`config.mk`:
```
export PLATFORM = sky130hd
export DESIGN_NAME = usb_out_rx_engine
export DESIGN_NICKNAME = d
export VERILOG_FILES = /design/src/rtl/usb_rx_pkg.sv /design/src/rtl/usb_rx_bd_table.sv /design/src/rtl/usb_rx_data_mem.sv /design/src/rtl/usb_rx_ctrl.sv /design/src/rtl/usb_out_rx_engine.sv
export SDC_FILE = /design/constraint.sdc
export NUM_CORES = 1
export LEC_CHECK = 0
export BUFFER_PORTS_ARGS = -buffer_cell sky130_fd_sc_hd__buf_2
export CELL_PAD_IN_SITES_DETAIL_PLACEMENT = 1
export CELL_PAD_IN_SITES_GLOBAL_PLACEMENT = 2
export CORE_MARGIN = 4
export CORE_UTILIZATION = 46
export CTS_CLUSTER_SIZE = 40
export DETAILED_ROUTE_END_ITERATION = 10
export PLACE_DENSITY_LB_ADDON = 0.1
export SKIP_CTS_REPAIR_TIMING = 1
export SLEW_MARGIN = 10
export SYNTH_ARGS = -nofsm -noshare
export SYNTH_HDL_FRONTEND = slang
export SYNTH_SLANG_ARGS = --single-unit
```
`constraint.sdc`:
```
create_clock -name clk -period 2.6 [get_ports clk]
set_input_delay 0 -clock clk [delete_from_list [all_inputs] [get_ports clk]]
set_output_delay 0 -clock clk [all_outputs]
set_load 0.03 [all_outputs]
```
`src/rtl/usb_rx_pkg.sv`:
```
package usb_rx_pkg;

  localparam logic [1:0] HS_NONE  = 2'd0;
  localparam logic [1:0] HS_ACK   = 2'd1;
  localparam logic [1:0] HS_NAK   = 2'd2;
  localparam logic [1:0] HS_STALL = 2'd3;

  localparam int STAT_W     = 3;
  localparam int STAT_CRC   = 0;
  localparam int STAT_STUFF = 1;
  localparam int STAT_OVR   = 2;

  typedef enum logic [1:0] {
    RX_IDLE,
    RX_CHECK,
    RX_STORE,
    RX_DROP
  } rx_state_e;

  // Endpoint mode to handshake code for a clean packet
  function automatic logic [1:0] mode_to_hs(input logic [1:0] mode);
    case (mode)
      2'b00:   return HS_ACK;
      2'b01:   return HS_NONE;
      2'b10:   return HS_NAK;
      default: return HS_STALL;
    endcase
  endfunction

endpackage

```
`src/rtl/usb_rx_bd_table.sv`:
```
module usb_rx_bd_table
  import usb_rx_pkg::*;
#(
  parameter int NUM_BD = 4,
  parameter int IDX_W  = 2,
  parameter int LEN_W  = 4
) (
  input  logic              clk,
  input  logic              rst_n,
  input  logic              arm_valid,
  input  logic [IDX_W-1:0]  arm_idx,
  input  logic              arm_ie,
  input  logic              arm_wrap,
  input  logic              cls_valid,
  input  logic [IDX_W-1:0]  cls_idx,
  input  logic [LEN_W-1:0]  cls_len,
  input  logic [STAT_W-1:0] cls_stat,
  output logic [NUM_BD-1:0] empty_o,
  output logic [NUM_BD-1:0] ie_o,
  output logic [NUM_BD-1:0] wrap_o,
  input  logic [IDX_W-1:0]  rd_idx,
  output logic [LEN_W-1:0]  rd_len,
  output logic [STAT_W-1:0] rd_stat
);

  logic [LEN_W-1:0]  len_q  [NUM_BD];
  logic [STAT_W-1:0] stat_q [NUM_BD];

  for (genvar g = 0; g < NUM_BD; g++) begin : g_bd
    // A close by the engine outranks an arm of the same entry
    always_ff @(posedge clk or negedge rst_n) begin
      if (!rst_n) begin
        empty_o[g] <= 1'b0;
        ie_o[g]    <= 1'b0;
        wrap_o[g]  <= 1'b0;
        len_q[g]   <= '0;
        stat_q[g]  <= '0;
      end else if (cls_valid && cls_idx == IDX_W'(g)) begin
        empty_o[g] <= 1'b0;
        len_q[g]   <= cls_len;
        stat_q[g]  <= cls_stat;
      end else if (arm_valid && arm_idx == IDX_W'(g)) begin
        empty_o[g] <= 1'b1;
        ie_o[g]    <= arm_ie;
        wrap_o[g]  <= arm_wrap;
        len_q[g]   <= '0;
        stat_q[g]  <= '0;
      end
    end
  end

  assign rd_len  = len_q[rd_idx];
  assign rd_stat = stat_q[rd_idx];

  AST_CLOSE_CLEARS_EMPTY: assert property (@(posedge clk) disable iff (!rst_n)
    cls_valid |=> !empty_o[$past(cls_idx)]);

endmodule

```
`src/rtl/usb_rx_data_mem.sv`:
```
module usb_rx_data_mem #(
  parameter int NUM_BD    = 4,
  parameter int BUF_BYTES = 8,
  parameter int IDX_W     = 2,
  parameter int OFF_W     = 3
) (
  input  logic             clk,
  input  logic             we,
  input  logic [IDX_W-1:0] w_idx,
  input  logic [OFF_W-1:0] w_off,
  input  logic [7:0]       w_data,
  input  logic [IDX_W-1:0] r_idx,
  input  logic [OFF_W-1:0] r_off,
  output logic [7:0]       r_data
);

  localparam int DEPTH  = NUM_BD * BUF_BYTES;
  localparam int ADDR_W = $clog2(DEPTH);
  localparam logic [ADDR_W-1:0] SLICE = ADDR_W'(BUF_BYTES);

  logic [7:0]        mem [DEPTH];
  logic [ADDR_W-1:0] waddr;
  logic [ADDR_W-1:0] raddr;

  assign waddr = ADDR_W'(w_idx) * SLICE + ADDR_W'(w_off);
  assign raddr = ADDR_W'(r_idx) * SLICE + ADDR_W'(r_off);

  always_ff @(posedge clk) begin
    if (we) mem[waddr] <= w_data;
  end

  assign r_data = mem[raddr];

endmodule

```
`src/rtl/usb_rx_ctrl.sv`:
```
module usb_rx_ctrl
  import usb_rx_pkg::*;
#(
  parameter int NUM_BD    = 4,
  parameter int BUF_BYTES = 8,
  parameter int IDX_W     = 2,
  parameter int OFF_W     = 3,
  parameter int LEN_W     = 4
) (
  input  logic              clk,
  input  logic              rst_n,
  input  logic              tok_out,
  input  logic              in_valid,
  output logic              in_ready,
  input  logic [7:0]        in_data,
  input  logic              in_eop,
  input  logic              in_crc_err,
  input  logic              in_stuff_err,
  input  logic [1:0]        hs_mode,
  input  logic [NUM_BD-1:0] bd_empty,
  input  logic [NUM_BD-1:0] bd_ie,
  input  logic [NUM_BD-1:0] bd_wrap,
  output logic              mem_we,
  output logic [IDX_W-1:0]  mem_idx,
  output logic [OFF_W-1:0]  mem_off,
  output logic [7:0]        mem_data,
  output logic              cls_valid,
  output logic [IDX_W-1:0]  cls_idx,
  output logic [LEN_W-1:0]  cls_len,
  output logic [STAT_W-1:0] cls_stat,
  output logic              upd_valid,
  output logic [IDX_W-1:0]  upd_idx,
  output logic [LEN_W-1:0]  upd_len,
  output logic [STAT_W-1:0] upd_stat,
  output logic              irq,
  output logic              hs_valid,
  output logic [1:0]        hs_code
);

  localparam logic [OFF_W-1:0] LAST_OFF = OFF_W'(BUF_BYTES - 1);
  localparam logic [IDX_W-1:0] LAST_BD  = IDX_W'(NUM_BD - 1);

  rx_state_e        st;
  logic [IDX_W-1:0] cur;
  logic [OFF_W-1:0] off;

  logic             acc;
  logic             store;
  logic             full;
  logic             bad;
  logic [IDX_W-1:0] nxt;
  logic             nxt_free;
  logic [1:0]       hs_sel;

  assign in_ready = (st == RX_STORE) || (st == RX_DROP);
  assign acc      = in_valid && in_ready;
  assign store    = acc && (st == RX_STORE);
  assign full     = (off == LAST_OFF);
  assign bad      = in_crc_err || in_stuff_err;

  // Ring successor and whether it can take the rest of the packet
  assign nxt      = (bd_wrap[cur] || cur == LAST_BD) ? '0 : cur + IDX_W'(1);
  assign nxt_free = bd_empty[nxt] && (nxt != cur);

  assign mem_we   = store;
  assign mem_idx  = cur;
  assign mem_off  = off;
  assign mem_data = in_data;

  assign cls_valid = store && (in_eop || full);
  assign cls_idx   = cur;
  assign cls_len   = in_eop ? (LEN_W'(off) + LEN_W'(1)) : LEN_W'(BUF_BYTES);

  always_comb begin
    cls_stat = '0;
    cls_stat[STAT_CRC]   = in_eop && in_crc_err;
    cls_stat[STAT_STUFF] = in_eop && in_stuff_err;
    cls_stat[STAT_OVR]   = !in_eop && full && !nxt_free;
  end

  always_comb begin
    if (st == RX_DROP || bad) hs_sel = HS_NONE;
    else                      hs_sel = mode_to_hs(hs_mode);
  end

  always_ff @(posedge clk or negedge rst_n) begin
    if (!rst_n) begin
      st  <= RX_IDLE;
      cur <= '0;
      off <= '0;
    end else begin
      case (st)
        RX_IDLE: begin
          if (tok_out) st <= RX_CHECK;
        end
        RX_CHECK: begin
          off <= '0;
          st  <= bd_empty[cur] ? RX_STORE : RX_DROP;
        end
        RX_STORE: begin
          if (acc) begin
            if (in_eop) begin
              cur <= nxt;
              off <= '0;
              st  <= RX_IDLE;
            end else if (full) begin
              cur <= nxt;
              off <= '0;
              st  <= nxt_free ? RX_STORE : RX_DROP;
            end else begin
              off <= off + OFF_W'(1);
            end
          end
        end
        RX_DROP: begin
          if (acc && in_eop) st <= RX_IDLE;
        end
        default: st <= RX_IDLE;
      endcase
    end
  end

  always_ff @(posedge clk or negedge rst_n) begin
    if (!rst_n) begin
      upd_valid <= 1'b0;
      upd_idx   <= '0;
      upd_len   <= '0;
      upd_stat  <= '0;
      irq       <= 1'b0;
      hs_valid  <= 1'b0;
      hs_code   <= HS_NONE;
    end else begin
      upd_valid <= cls_valid;
      irq       <= cls_valid && bd_ie[cur];
      hs_valid  <= acc && in_eop;
      if (cls_valid) begin
        upd_idx  <= cls_idx;
        upd_len  <= cls_len;
        upd_stat <= cls_stat;
      end
      if (acc && in_eop) hs_code <= hs_sel;
    end
  end

  AST_STORE_ONLY_EMPTY: assert property (@(posedge clk) disable iff (!rst_n)
    mem_we |-> bd_empty[mem_idx]);
  AST_IRQ_WITH_UPDATE: assert property (@(posedge clk) disable iff (!rst_n)
    irq |-> upd_valid);
  AST_LEN_IN_RANGE: assert property (@(posedge clk) disable iff (!rst_n)
    upd_valid |-> (upd_len != '0) && (upd_len <= LEN_W'(BUF_BYTES)));
  AST_HS_AFTER_EOP: assert property (@(posedge clk) disable iff (!rst_n)
    (in_valid && in_ready && in_eop) |=> hs_valid);
  AST_HS_ONE_CYCLE: assert property (@(posedge clk) disable iff (!rst_n)
    hs_valid |=> !hs_valid);
  AST_ERR_NO_HS: assert property (@(posedge clk) disable iff (!rst_n)
    (in_valid && in_ready && in_eop && (in_crc_err || in_stuff_err)) |=> (hs_code == HS_NONE));

endmodule

```
`src/rtl/usb_out_rx_engine.sv`:
```
module usb_out_rx_engine
  import usb_rx_pkg::*;
#(
  parameter int NUM_BD    = 4,
  parameter int BUF_BYTES = 8,
  localparam int IDX_W    = $clog2(NUM_BD),
  localparam int OFF_W    = $clog2(BUF_BYTES),
  localparam int LEN_W    = $clog2(BUF_BYTES + 1)
) (
  input  logic              clk,
  input  logic              rst_n,
  input  logic              tok_out,
  input  logic              in_valid,
  output logic              in_ready,
  input  logic [7:0]        in_data,
  input  logic              in_eop,
  input  logic              in_crc_err,
  input  logic              in_stuff_err,
  input  logic [1:0]        hs_mode,
  input  logic              arm_valid,
  input  logic [IDX_W-1:0]  arm_idx,
  input  logic              arm_ie,
  input  logic              arm_wrap,
  output logic              upd_valid,
  output logic [IDX_W-1:0]  upd_idx,
  output logic [LEN_W-1:0]  upd_len,
  output logic [2:0]        upd_stat,
  output logic              irq,
  output logic              hs_valid,
  output logic [1:0]        hs_code,
  output logic [NUM_BD-1:0] bd_empty,
  input  logic [IDX_W-1:0]  rd_idx,
  input  logic [OFF_W-1:0]  rd_off,
  output logic [7:0]        rd_data,
  output logic [LEN_W-1:0]  rd_len,
  output logic [2:0]        rd_stat
);

  logic [NUM_BD-1:0] bd_ie;
  logic [NUM_BD-1:0] bd_wrap;
  logic              mem_we;
  logic [IDX_W-1:0]  mem_idx;
  logic [OFF_W-1:0]  mem_off;
  logic [7:0]        mem_data;
  logic              cls_valid;
  logic [IDX_W-1:0]  cls_idx;
  logic [LEN_W-1:0]  cls_len;
  logic [STAT_W-1:0] cls_stat;

  usb_rx_ctrl #(
    .NUM_BD(NUM_BD), .BUF_BYTES(BUF_BYTES),
    .IDX_W(IDX_W), .OFF_W(OFF_W), .LEN_W(LEN_W)
  ) u_ctrl (
    .clk(clk), .rst_n(rst_n), .tok_out(tok_out),
    .in_valid(in_valid), .in_ready(in_ready), .in_data(in_data),
    .in_eop(in_eop), .in_crc_err(in_crc_err), .in_stuff_err(in_stuff_err),
    .hs_mode(hs_mode),
    .bd_empty(bd_empty), .bd_ie(bd_ie), .bd_wrap(bd_wrap),
    .mem_we(mem_we), .mem_idx(mem_idx), .mem_off(mem_off), .mem_data(mem_data),
    .cls_valid(cls_valid), .cls_idx(cls_idx), .cls_len(cls_len), .cls_stat(cls_stat),
    .upd_valid(upd_valid), .upd_idx(upd_idx), .upd_len(upd_len), .upd_stat(upd_stat),
    .irq(irq), .hs_valid(hs_valid), .hs_code(hs_code)
  );

  usb_rx_bd_table #(
    .NUM_BD(NUM_BD), .IDX_W(IDX_W), .LEN_W(LEN_W)
  ) u_table (
    .clk(clk), .rst_n(rst_n),
    .arm_valid(arm_valid), .arm_idx(arm_idx), .arm_ie(arm_ie), .arm_wrap(arm_wrap),
    .cls_valid(cls_valid), .cls_idx(cls_idx), .cls_len(cls_len), .cls_stat(cls_stat),
    .empty_o(bd_empty), .ie_o(bd_ie), .wrap_o(bd_wrap),
    .rd_idx(rd_idx), .rd_len(rd_len), .rd_stat(rd_stat)
  );

  usb_rx_data_mem #(
    .NUM_BD(NUM_BD), .BUF_BYTES(BUF_BYTES), .IDX_W(IDX_W), .OFF_W(OFF_W)
  ) u_mem (
    .clk(clk), .we(mem_we), .w_idx(mem_idx), .w_off(mem_off), .w_data(mem_data),
    .r_idx(rd_idx), .r_off(rd_off), .r_data(rd_data)
  );

  AST_IDLE_QUIET: assert property (@(posedge clk) disable iff (!rst_n)
    (!in_ready && !$past(in_ready)) |-> !upd_valid);

endmodule

```
# Word level (Yosys, flattened, before mapping)
# Memories as Yosys holds them, arrays and structs flattened.
# Cells that the tools add are included.
# W data, S select, Z words.
[word_totals] mem_bits_rw=256 word_cells=161 inputBits=27 mem_count=1 reg_bits=61
[mem_list] memory="u_mem.mem" words=32 word_bits=8 read_ports=1 rd_ports_with_merged_regs=0 write_ports=1 line="usb_rx_data_mem.sv:21" source="logic [7:0] mem [DEPTH];"
[op_classes] magnitude_cmp=3 n_eq_ne=17 mux=58 n_reduce_logical=42 addsub=5 bitwise=5
[ops] cell="$mux W4" count=11
[ops] cell="$mux W3" count=13
[ops] cell="$logic_and A1 B1 Y1" count=18
[ops] cell="$mux W2" count=9
[ops] cell="$mux W1" count=16
[ops] cell="$eq A2 B2 Y1 const B" count=7
[ops] cell="$reduce_bool A2 Y1" count=6
[ops] cell="$add A5 B3 Y5" count=2
[ops] cell="$reduce_and A2 Y1" count=5
[ops] cell="$bmux W1 S2" count=4
[ops] cell="$bmux W4 S2" count=1
[ops] cell="$eq A2 B1 Y1 const B" count=4
[ops] cell="$logic_not A2 Y1" count=4
[ops] cell="$pmux W2 S4" count=1
[ops] cell="$bmux W3 S2" count=1
[ops] cell="$lt A2 B3 Y1 const B" count=2
[ops] cell="$pmux W2 S3" count=1
[ops] cell="$pmux W3 S2" count=1
[ops] cell="$logic_or A1 B1 Y1" count=5
[ops] cell="$add A3 B1 Y4 const B" count=1
[ops] cell="$ne A2 B2 Y1 const B" count=2
[ops] cell="$not A1 Y1" count=4
[ops] cell="$reduce_and A4 Y1" count=1
[ops] cell="$add A3 B1 Y3 const B" count=1
[ops] cell="other kinds (9)" count=10

# Logic depth before layout (Yosys ltp)
# Gate-level depths: netlist of the first run.
[depth] ltp_word=12 depth_mapped=7 ltp_nobuf=6

# Modules after synthesis
# A second synthesis of the first run with hierarchy kept.
[hier_totals] hier_cells=649 area_unflattened_um2=12897.4
[modules_own_cells] module="usb_rx_data_mem" area_each_um2=9893.2 seq_area_each_um2=7687.4 cells_each=409 instances=1
[modules_own_cells] module="usb_rx_bd_table" area_each_um2=1754.2 seq_area_each_um2=1001.0 cells_each=113 instances=1
[modules_own_cells] module="usb_rx_ctrl" area_each_um2=1249.9 seq_area_each_um2=525.5 cells_each=127 instances=1

# Worst setup path after synthesis of the first run
# Ideal clock, no wire load.
[synth_path] kind="flip-flop to flip-flop" startpoint="register u_ctrl.st[0]" endpoint="memory u_mem.mem[0][0] (enable)" slack_ps=660 t_arrival_ps=1570 path_stages_with_launch=7 t_required_ps=2230 cell_sequence="dfrtp_1 -> buf_2 -> and3b_1 -> buf_4 -> buf_2 -> nand2_1 -> nor2_1"
[synth_via] elab_chain_len=6 elab_cells_between_ends=7 classes_between="2 x eq/ne; 2 x mux; 3 x reduce/logical"
[synth_rtl] element="start: declaration" line="usb_rx_ctrl.sv:43" source="rx_state_e st;"
[synth_rtl] element="start signal: assignment" line="usb_rx_ctrl.sv:98" source="st <= bd_empty[cur] ? RX_STORE : RX_DROP;"
[synth_rtl] element="start signal: assignment" line="usb_rx_ctrl.sv:109" source="st <= nxt_free ? RX_STORE : RX_DROP;"
[synth_rtl] element="$eq A2 B2 Y1, on equally long branches" line="usb_rx_ctrl.sv:55, usb_rx_ctrl.sv:57"
[synth_rtl] element="$logic_or A1 B1 Y1" line="usb_rx_ctrl.sv:55" source="assign in_ready = (st == RX_STORE) || (st == RX_DROP);"
[synth_rtl] element="$logic_and A1 B1 Y1" line="usb_rx_ctrl.sv:56" source="assign acc = in_valid && in_ready;"
[synth_rtl] element="$logic_and A1 B1 Y1 (*)" line="usb_rx_ctrl.sv:57" source="assign store = acc && (st == RX_STORE);"
[synth_rtl] element="$mux W1 (*)" line="usb_rx_data_mem.sv:29" source="if (we) mem[waddr] <= w_data;"
[synth_rtl] element="$mux W1 (implied by the code) (*)" line="usb_rx_data_mem.sv:29"
[synth_rtl] element="end: declaration" line="usb_rx_data_mem.sv:21"
# Every way passes the cells marked *; elsewhere a longest branch is shown, timed or not.

# Worst setup path in the final report of the first run
[layout_path] startpoint="register u_ctrl.st[1]" endpoint="register u_ctrl.hs_code[1]"
[layout_via] elab_chain_len=4 elab_cells_between_ends=7 classes_between="2 x eq/ne; 1 x mux; 4 x reduce/logical"
[layout_rtl] element="$eq A2 B2 Y1, on equally long branches" line="usb_rx_ctrl.sv:55, usb_rx_ctrl.sv:82"
[layout_rtl] element="$logic_or A1 B1 Y1" line="usb_rx_ctrl.sv:55"
[layout_rtl] element="$logic_and A1 B1 Y1" line="usb_rx_ctrl.sv:56"
[layout_rtl] element="$logic_and A1 B1 Y1" line="usb_rx_ctrl.sv:141" source="if (acc && in_eop) hs_code <= hs_sel;"
[layout_rtl] element="end signal: assignment" line="usb_rx_ctrl.sv:141"
[layout_rtl] element="end: declaration" line="usb_rx_ctrl.sv:37" source="output logic [1:0] hs_code"
# Several ways; a longest one is shown, not always the timed one.
# A chain may end at the register's enable or synchronous reset.

==> impl_metrics.yaml, run 1 <==
synthesis:
  synth_area_leader_cell: "edfxtp_1"
  synth_seq_area_share_pct: 71.3
  ys_top_cells_by_count: "edfxtp_1 (256), mux2i_1 (66), dfrtp_1 (61), a22oi_1 (49), nand3_1 (47)"
  synthCells: 763
  synth_ff_type: "edfxtp_1"
  syn_avg_cell_area_um2: 16.9
  ys_seq_elements: 317
  synth.distinct_cells: 47
  post-synth-top-area-fraction_pct: 59.5
  yosysMostFrequentCell: "edfxtp_1"
  ys_warn_count: 0
  synth_edf_count: 256
  netlist_area_mm2: 0.0129
  yosys-top-cells-area: "edfxtp_1 (60%), dfrtp_1 (12%), mux4_2 (5.4%)"
  async_reset_ff_share_pct: 19.2
  syn-num-nets: 801
clock_network:
  cts_tree: "built"
  clkTransAtPathRegs_ns: 0.05
  clk_path_buf_depth: 3
  clk_latency_ns: 0.50
  cts-root-buf: "clkbuf_16"
  clkSinkCount: 317
  cts_made_buffers: 35
  htree_levels: 2
routing:
  first_pass_iters: 5
  ant_nets: 0
  drt-initial-drc-count: 545
  drc: 0
  wl_mm: 32.8
  routedWlPerCell_um: 25.5
  vias_per_cell: 5.78
  dr_total_vias: 7438
finish:
  ff_latch_area_mm2: 0.00921
  area_delta_synth_final_pct: 16.9
  num_antenna_cells: 0
  drive_gt1_share_pct: 22.9
  nets: 922
  multi_input_area_mm2: 0.00341
  fillers: 2577
global_routing:
  grt_overflow: 0
  grt_pass1_vias: 7923
  antenna_found_initial: 0
  grt_use_total_pct: 21.6
  grt_max_degree: 44
  grt_pass1_wl_mm: 50.0
setup_path:
  r2r_slack_ns: 0.20
  worst-r2r-cell-count: 7
  cp-start-kind: "flip-flop"
  crit_fanout: 11
  worst-setup-path-type: "reg -> reg"
  arrival_ns: 2.83
  cp-end-kind: "flip-flop"
  timing.rr.start: "u_ctrl.st[1]"
  required_ns: 3.04
  r2r_end: "u_ctrl.hs_code[1]"
floorplanning:
  dieWidth_um: 176
  core_region_area_mm2: 0.0277
  initial_core_util_pct: 46.6
  io_pins: 61
  die-area_mm2: 0.0308
  fp-row-count: 61
  die_y_um: 176
hold_path:
  min_path_cells: 3
  hold_path.class: "in -> reg"
  hold_end: "u_table.empty_o[3]"
  hold_start: "arm_valid"
timing:
  rsz0062_at_grt: "false"
  tns_ns: 0
  finalMaxSlewViolations: 0
  setup_viol: 0
  worstMarginPinSlew_ns: 1.01
  max_freq_mhz: 417
  max-slew-margin-rel_pct: 32.4
  fin_crit_sh_pct: 92.2
  skew_ns: 0.0143
  worst_slack_ns: 0.203
  whs_ns: -0.00378
  final_hold_viol_count: 1
  fin_crit_ns: 2.40
flow_run:
  maxCapViolCount: 0
placement:
  numPortBuffers: 60
  dp_hpwl_mm: 21.7
  gp_congestion: 0.839
  dp_slack_ns: 0.467
power_and_ir_drop:
  peakVddDrop_uv: 554
  power.density_mw_per_mm2: 837
  p_leak_nw: 5.52
run_status:
  failed_checks: "hold timing"
  outcome: "finished, violations left"
## kinds of logic after synthesis
logic type                 count (synthesis)  synth area share (%)
adders and majority gates                 11                  1.07
muxes                                    116                  13.5
AOI/OAI and AO/OA                        110                  5.83
DFF                                      317                  71.3
buffers and inverters                     52                  2.22
and+or+nand+nor                          157                  6.08
## metrics by stage
stage	hold WS (ns)	total power [mW]	area, um^2	cells	utilization, %
2_1_floorplan	-0.296	7.30	12900	763	-
3_3_place_gp	0.182	7.95	13900	1211	50.1
3_5_place_dp	0.206	8.03	13900	1211	50.1
4_1_cts	-0.331	12.8	15000	1272	54.0
5_1_grt	0.0121	13.2	15100	1286	54.5
6_report	-0.00378	12.6	15100	1286	54.5
## how the worst max path moves through the flow
stage / start / endpoint / cells past startpoint / slack (ns)
6_report: u_ctrl.st[1] / u_ctrl.hs_code[1] / 7 / 0.20
5_1_grt: u_ctrl.st[1] / u_ctrl.hs_code[1] / 7 / 0.05
4_1_cts: u_ctrl.cls_idx[0] / u_table.stat_q[5] / 6 / 0.45
3_5_place_dp: u_ctrl.cls_idx[0] / u_ctrl.upd_stat[2] / 6 / 0.47
3_3_place_gp: u_ctrl.cls_idx[0] / u_table.stat_q[11] / 6 / 0.57
2_1_floorplan: u_ctrl.st[0] / u_mem.mem[0][0] / 6 / 0.66
## routing by layer
layer  wire length [um]  track usage (%)
met1              14000             29.3
met2              16500             36.8
met3               1500             3.29
met4                821             5.95
met5                  0                0
## power by group
part | leakage, nW | switching [mW] | internal [mW]
Clock | 0.534 | 1.88 | 2.83
Combinational | 1.89 | 1.22 | 0.645
Sequential | 3.10 | 0.244 | 5.82
## sequential cells by signal, indices dropped and copies added (netlist names)
register / cells
u_ctrl.cls_idx: 2
u_ctrl.st: 2
u_ctrl.upd_stat: 3
u_ctrl.upd_len: 4
u_ctrl.upd_valid: 1
u_ctrl.mem_off: 3
u_table.ie_o: 4
u_table.empty_o: 4
u_ctrl.irq: 1
u_ctrl.hs_valid: 1
u_table.stat_q: 12
u_ctrl.upd_idx: 2
u_table.len_q: 16
u_ctrl.hs_code: 2
u_table.wrap_o: 4
u_mem.mem: 256
## cells in the final DEF (no fill, tap or decap), types with 4 or more instances in the layout
master / Yosys / routed
o21a_1: 4 / 4
nand3_1: 47 / 47
nor2_1: 43 / 43
nand2b_1: 8 / 8
mux4_1: 11 / 11
mux2i_1: 66 / 66
clkbuf_16: 0 / 37
inv_1: 8 / 8
a21oi_1: 4 / 4
dfrtp_1: 61 / 61
buf_4: 7 / 51
dlygate4sd3_1: 0 / 14
a22oi_1: 49 / 49
nand2_1: 27 / 27
o21ai_0: 30 / 30
mux4_2: 31 / 31
buf_2: 21 / 59
o21ai_1: 7 / 7
clkinv_2: 0 / 6
nand4_1: 8 / 8
ha_1: 11 / 11
edfxtp_1: 256 / 256
a32o_1: 5 / 5
nor2b_1: 5 / 5
mux2_2: 7 / 7
clkbuf_1: 9 / 12
## critical path, stage by stage, from the launching register on
cell and delay, ns:
dfrtp_1 0.35, buf_4 0.18, nand3_1 0.22, a2111oi_0 0.66, buf_4 0.23, o21ai_0 0.06, dlygate4sd3_1 0.55, nand2_1 0.08
## layout make-up
cell class,instances,share of cell area (%)
sequential,317,61.0
clock buffer,50,6.52
timing repair buffer,127,5.82
inverter,9,0.224
clock inverter,11,0.671
multi-input combinational,394,22.6
tap,378,3.13
No activity file was read; power rests on OpenSTA's default activity.
==> run 2: changes to the inputs <==
--- a/config.mk
+++ b/config.mk
@@ -12,6 +12,7 @@
 export CORE_UTILIZATION = 46
 export CTS_CLUSTER_SIZE = 40
 export DETAILED_ROUTE_END_ITERATION = 10
+export HOLD_SLACK_MARGIN = 0.12
 export PLACE_DENSITY_LB_ADDON = 0.1
 export SKIP_CTS_REPAIR_TIMING = 1
 export SLEW_MARGIN = 10
==> impl_metrics.yaml, run 2 (synthesized netlist as in run 1, its figures left out) <==
run_status:
  outcome: "complete, no violations"
clock_network:
  cts-root-buf: "clkbuf_16"
  htree_levels: 2
  cts_tree: "built"
  clk_latency_ns: 0.50
  cts_made_buffers: 35
  clk_path_buf_depth: 3
  clkSinkCount: 317
  clkTransAtPathRegs_ns: 0.06
finish:
  multi_input_area_mm2: 0.00341
  largest-register: "u_mem.mem"
  layout_commonest_cell: "edfxtp_1"
  nets: 932
  largest_reg_flops: 256
  fillers: 2576
  area_delta_synth_final_pct: 17.7
  ff_latch_area_mm2: 0.00921
  num_antenna_cells: 0
  top_regs: "u_mem.mem x256, u_table.len_q x16, u_table.stat_q x12"
  final_cell_mix: "edfxtp_1 (256), mux2i_1 (66), dfrtp_1 (61)"
  drive_gt1_share_pct: 22.7
routing:
  drc: 0
  dr_total_vias: 7481
  first_pass_iters: 5
  vias_per_cell: 5.77
  ant_nets: 0
  drt-initial-drc-count: 579
  routedWlPerCell_um: 25.3
  wl_mm: 32.8
placement:
  gp_congestion: 0.839
  dp_slack_ns: 0.467
  numPortBuffers: 60
  dp_hpwl_mm: 21.7
floorplanning:
  core_region_area_mm2: 0.0277
  fp-row-count: 61
  die_y_um: 176
  dieWidth_um: 176
  io_pins: 61
  die-area_mm2: 0.0308
  initial_core_util_pct: 46.6
global_routing:
  grt_max_degree: 44
  grt_overflow: 0
  grt_pass1_wl_mm: 50.0
  antenna_found_initial: 0
  grt_pass1_vias: 7923
  grt_use_total_pct: 21.6
timing:
  tns_ns: 0
  worstMarginPinSlew_ns: 0.999
  rsz0062_at_grt: "false"
  max_freq_mhz: 418
  final_hold_viol_count: 0
  setup_viol: 0
  finalMaxSlewViolations: 0
  max-slew-margin-rel_pct: 33.4
  fin_crit_ns: 2.39
  skew_ns: 0.0103
  worst_slack_ns: 0.207
  fin_crit_sh_pct: 92.0
power_and_ir_drop:
  p_leak_nw: 5.57
  power.density_mw_per_mm2: 833
  peakVddDrop_uv: 555
setup_path:
  worst-setup-path-type: "reg -> reg"
  cp_top_family: "buffers and inverters"
  worst_path_most_repeated_cell: "buf_4"
  critPathMaxStageDelay_ns: 0.66
  crit_fanout: 11
  cp-end-kind: "flip-flop"
  arrival_ns: 2.83
  crit_slowest_cell: "a2111oi_0"
  path_buf_inv: 3
  cp-start-kind: "flip-flop"
  worstPathCellList: "buf_4, nand3_1, a2111oi_0, buf_4, o21ai_0, dlygate4sd3_1, nand2_1"
  required_ns: 3.03
flow_run:
  maxCapViolCount: 0
hold_path:
  hold_path.class: "in -> reg"
==> run 2: cell count changes in the layout (fill, tap and decap cells not counted) <==
cell and change:
dlygate4sd3_1 +10
==> run 2: final timing paths <==
kind                                   start                end  slack [ns]  cells past startpoint
setup / recovery                u_ctrl.st[1]  u_ctrl.hs_code[1]        0.21                      7
hold / removal                    in_data[0]    u_mem.mem[4][0]        0.12                      1
setup reg to reg                u_ctrl.st[1]  u_ctrl.hs_code[1]        0.21                      7
hold reg to reg            u_ctrl.upd_idx[1]  u_ctrl.upd_idx[1]        0.50                      2
max in group asynchronous              rst_n  u_ctrl.cls_idx[1]        1.67                      3
min in group asynchronous              rst_n  u_table.stat_q[6]        0.19                      2
==> run 2: metal layers <==
metal  vias up  part of all wire (%)  wire, um  track usage [%]
li1       3287                     -         -                -
met1      3944                    43     14000             29.3
met2       201                    51     16600             36.8
met3        49                   4.4      1450             3.29
met4         0                   2.5       814             5.95
met5         -                     0         0                0
==> run 2: through the flow <==
stage	util [%]	instances	instance area, um^2	hold WS (ns)	power, mW
floorplan	-	763	12900	-0.296	7.30
global placement	50.1	1211	13900	0.182	7.95
detailed placement	50.1	1211	13900	0.206	8.03
CTS	54.0	1272	15000	-0.331	12.8
global route	54.9	1296	15200	0.129	13.2
finish	54.9	1296	15200	0.116	12.7
==> run 2: final cells by class <==
class	count	area share (%)
sequential	317	60.6
timing repair buffer	137	6.44
tap	378	3.11
clock inverter	11	0.667
multi-input combinational	394	22.5
inverter	9	0.222
clock buffer	50	6.48
==> run 2: where the power goes <==
group	internal [mW]	switching [mW]	leakage, nW	total [mW]
clock	2.83	1.89	0.534	4.72
sequential	5.82	0.245	3.10	6.06
combinational	0.666	1.22	1.94	1.89
==> run 3: changes to the inputs <==
--- a/config.mk
+++ b/config.mk
@@ -5,11 +5,12 @@
 export SDC_FILE = /design/constraint.sdc
 export NUM_CORES = 1
 export LEC_CHECK = 0
+export ABC_AREA = 1
 export BUFFER_PORTS_ARGS = -buffer_cell sky130_fd_sc_hd__buf_2
 export CELL_PAD_IN_SITES_DETAIL_PLACEMENT = 1
 export CELL_PAD_IN_SITES_GLOBAL_PLACEMENT = 2
 export CORE_MARGIN = 4
-export CORE_UTILIZATION = 46
+export CORE_UTILIZATION = 42
 export CTS_CLUSTER_SIZE = 40
 export DETAILED_ROUTE_END_ITERATION = 10
 export HOLD_SLACK_MARGIN = 0.12
==> impl_metrics.yaml, run 3 <==
setup_path:
  cp.depth: 7
  worst-setup-path-type: "reg -> reg"
  cp-end-kind: "flip-flop"
  timing.rr.start: "u_ctrl.cls_idx[0]"
  worstPathCellList: "inv_1, ha_1, nand2_1, nand4_1, nand2_1, o21ai_0, dlygate4sd3_1"
  cp_top_family: "buffers and inverters"
  critPathMaxStageDelay_ns: 0.56
  worst_path_most_repeated_cell: "nand2_1"
  path_buf_inv: 2
  worst-r2r-cell-count: 7
  required_ns: 2.99
  arrival_ns: 2.78
  cp-start-kind: "flip-flop"
  crit_slowest_cell: "dlygate4sd3_1"
  r2r_end: "u_table.ie_o[0]"
  r2r_slack_ns: 0.22
  crit_fanout: 14
routing:
  routedWlPerCell_um: 23.4
  first_pass_iters: 5
  drc: 0
  vias_per_cell: 5.65
  dr_total_vias: 9121
  drt-initial-drc-count: 596
  wl_mm: 37.8
  ant_nets: 0
floorplanning:
  fp-row-count: 64
  die-area_mm2: 0.0338
  io_pins: 61
  dieWidth_um: 184
  die_y_um: 184
  core_region_area_mm2: 0.0305
  initial_core_util_pct: 42.6
global_routing:
  grt_max_degree: 129
  use_met1_pct: 30.1
  antenna_found_initial: 0
  grt_use_met2_pct: 38.2
  grt_use_met3_pct: 3.56
  grt_overflow: 0
  grt_pass1_vias: 9499
  grt_pass1_wl_mm: 57.6
  grt_use_total_pct: 22.2
  busiest_layer: "met2"
timing:
  finalMaxSlewViolations: 0
  final_hold_viol_count: 0
  tns_ns: 0
  setup_viol: 0
  worst_slack_ns: 0.215
  fin_crit_ns: 2.38
  worstMarginPinSlew_ns: 0.806
  skew_ns: 0.0143
  max-slew-margin-rel_pct: 46.3
  fin_crit_sh_pct: 91.7
  max_freq_mhz: 419
finish:
  largest-register: "u_mem.mem"
  post-route-util_pct: 50.1
  num_antenna_cells: 0
  fillers: 3158
  final_area_mm2: 0.0153
  final_cell_mix: "edfxtp_1 (256), o21ai_0 (209), nor2_1 (197)"
  drive_gt1_share_pct: 14.1
  layout_commonest_cell: "edfxtp_1"
  top_regs: "u_mem.mem x256, u_table.len_q x16, u_table.stat_q x12"
  nets: 1228
  area_delta_synth_final_pct: 17.6
  largest_reg_flops: 256
clock_network:
  htree_levels: 2
  clkSinkCount: 317
  cts-root-buf: "clkbuf_16"
  clkTransAtPathRegs_ns: 0.06
  clk_path_buf_depth: 3
  cts_tree: "built"
  cts_made_buffers: 36
  clk_latency_ns: 0.51
synthesis:
  synth_seq_area_share_pct: 70.9
  post-synth-top-area-fraction_pct: 59.2
  synth_area_leader_cell: "edfxtp_1"
  syn_avg_cell_area_um2: 12.0
  ys_top_cells_by_count: "edfxtp_1 (256), o21ai_0 (209), nor2_1 (197), nand3_1 (69), nand2_1 (62)"
  synth.distinct_cells: 29
  ys_seq_elements: 317
  synthCells: 1080
  async_reset_ff_share_pct: 19.2
  netlist_area_mm2: 0.0130
  ys_warn_count: 0
  syn-num-nets: 1118
  yosysMostFrequentCell: "edfxtp_1"
  synth_ff_type: "edfxtp_1"
  yosys-top-cells-area: "edfxtp_1 (59%), dfrtp_1 (12%), o21ai_0 (8.1%)"
  synth_edf_count: 256
placement:
  dp_slack_ns: 0.498
  gp_congestion: 0.787
  place_area_mm2: 0.0140
  dp_hpwl_mm: 23.3
  numPortBuffers: 60
flow_run:
  maxCapViolCount: 0
power_and_ir_drop:
  p_leak_nw: 5.51
  power.density_mw_per_mm2: 822
  peakVddDrop_uv: 556
hold_path:
  hold_path.class: "in -> async"
run_status:
  outcome: "complete, no violations"
==> run 3: worst register-to-register path: stages (launching register included) <==
cell and delay [ns]:
dfrtp_1 0.51, inv_1 0.28, ha_1 0.39, nand2_1 0.14, nand4_1 0.21, nand2_1 0.11
o21ai_0 0.07, dlygate4sd3_1 0.56
==> run 3: report_power, final <==
part           internal (mW)  total (mW)  switching [mW]
sequential              5.77        5.95           0.187
combinational          0.542        1.88            1.34
clock                   2.74        4.72            1.98
total                   9.05        12.6            3.51
==> run 3: kinds of logic (layout without fill, tap and decap cells) <==
group	after synthesis	in the layout	share of synthesized area, %
AOI/OAI and AO/OA	308	308	13.8
adders and majority gates	11	11	1.06
buffers and inverters	105	242	3.51
DFF	317	317	70.9
and+or+nand+nor	339	339	10.7
==> run 3: routing by layer <==
metal  vias up  share of wire, %
met5         -                 0
met4         0               1.7
met3        49               4.4
met2       227                51
met1      4649                43
li1       4196                 -
==> run 3: how the worst max path moves through the flow <==
| stage | startpoint | endpoint | slack [ns] |
|---|---|---|---|
| 6_report | u_ctrl.cls_idx[0] | u_table.ie_o[0] | 0.22 |
| 5_1_grt | u_ctrl.cls_idx[0] | u_table.ie_o[0] | -0.005 |
| 4_1_cts | u_mem.mem[18][1] | rd_data[1] | 0.40 |
| 3_5_place_dp | u_ctrl.cls_idx[0] | u_mem.mem[4][0] | 0.50 |
| 3_3_place_gp | u_ctrl.cls_idx[0] | u_mem.mem[1][7] | 0.56 |
| 2_1_floorplan | u_ctrl.cls_idx[0] | u_mem.mem[4][0] | 0.72 |
==> run 3: area by class of cell <==
type                       instances  area [um^2]  share of cell area [%]
tap                              396          495                    3.24
sequential                       317         9210                    60.3
clock inverter                    19          118                   0.770
inverter                          39          148                   0.967
timing repair buffer             138         1010                    6.60
clock buffer                      46          970                    6.35
multi-input combinational        658         3320                    21.7
==> run 3: through the flow <==
stage / instances / total power [mW] / hold WS (ns)
floorplan: 1080 / 7.19 / -0.296
global placement: 1525 / 7.90 / 0.130
detailed placement: 1525 / 7.92 / 0.141
CTS: 1590 / 12.6 / -0.414
global route: 1613 / 13.1 / 0.138
finish: 1613 / 12.6 / 0.104
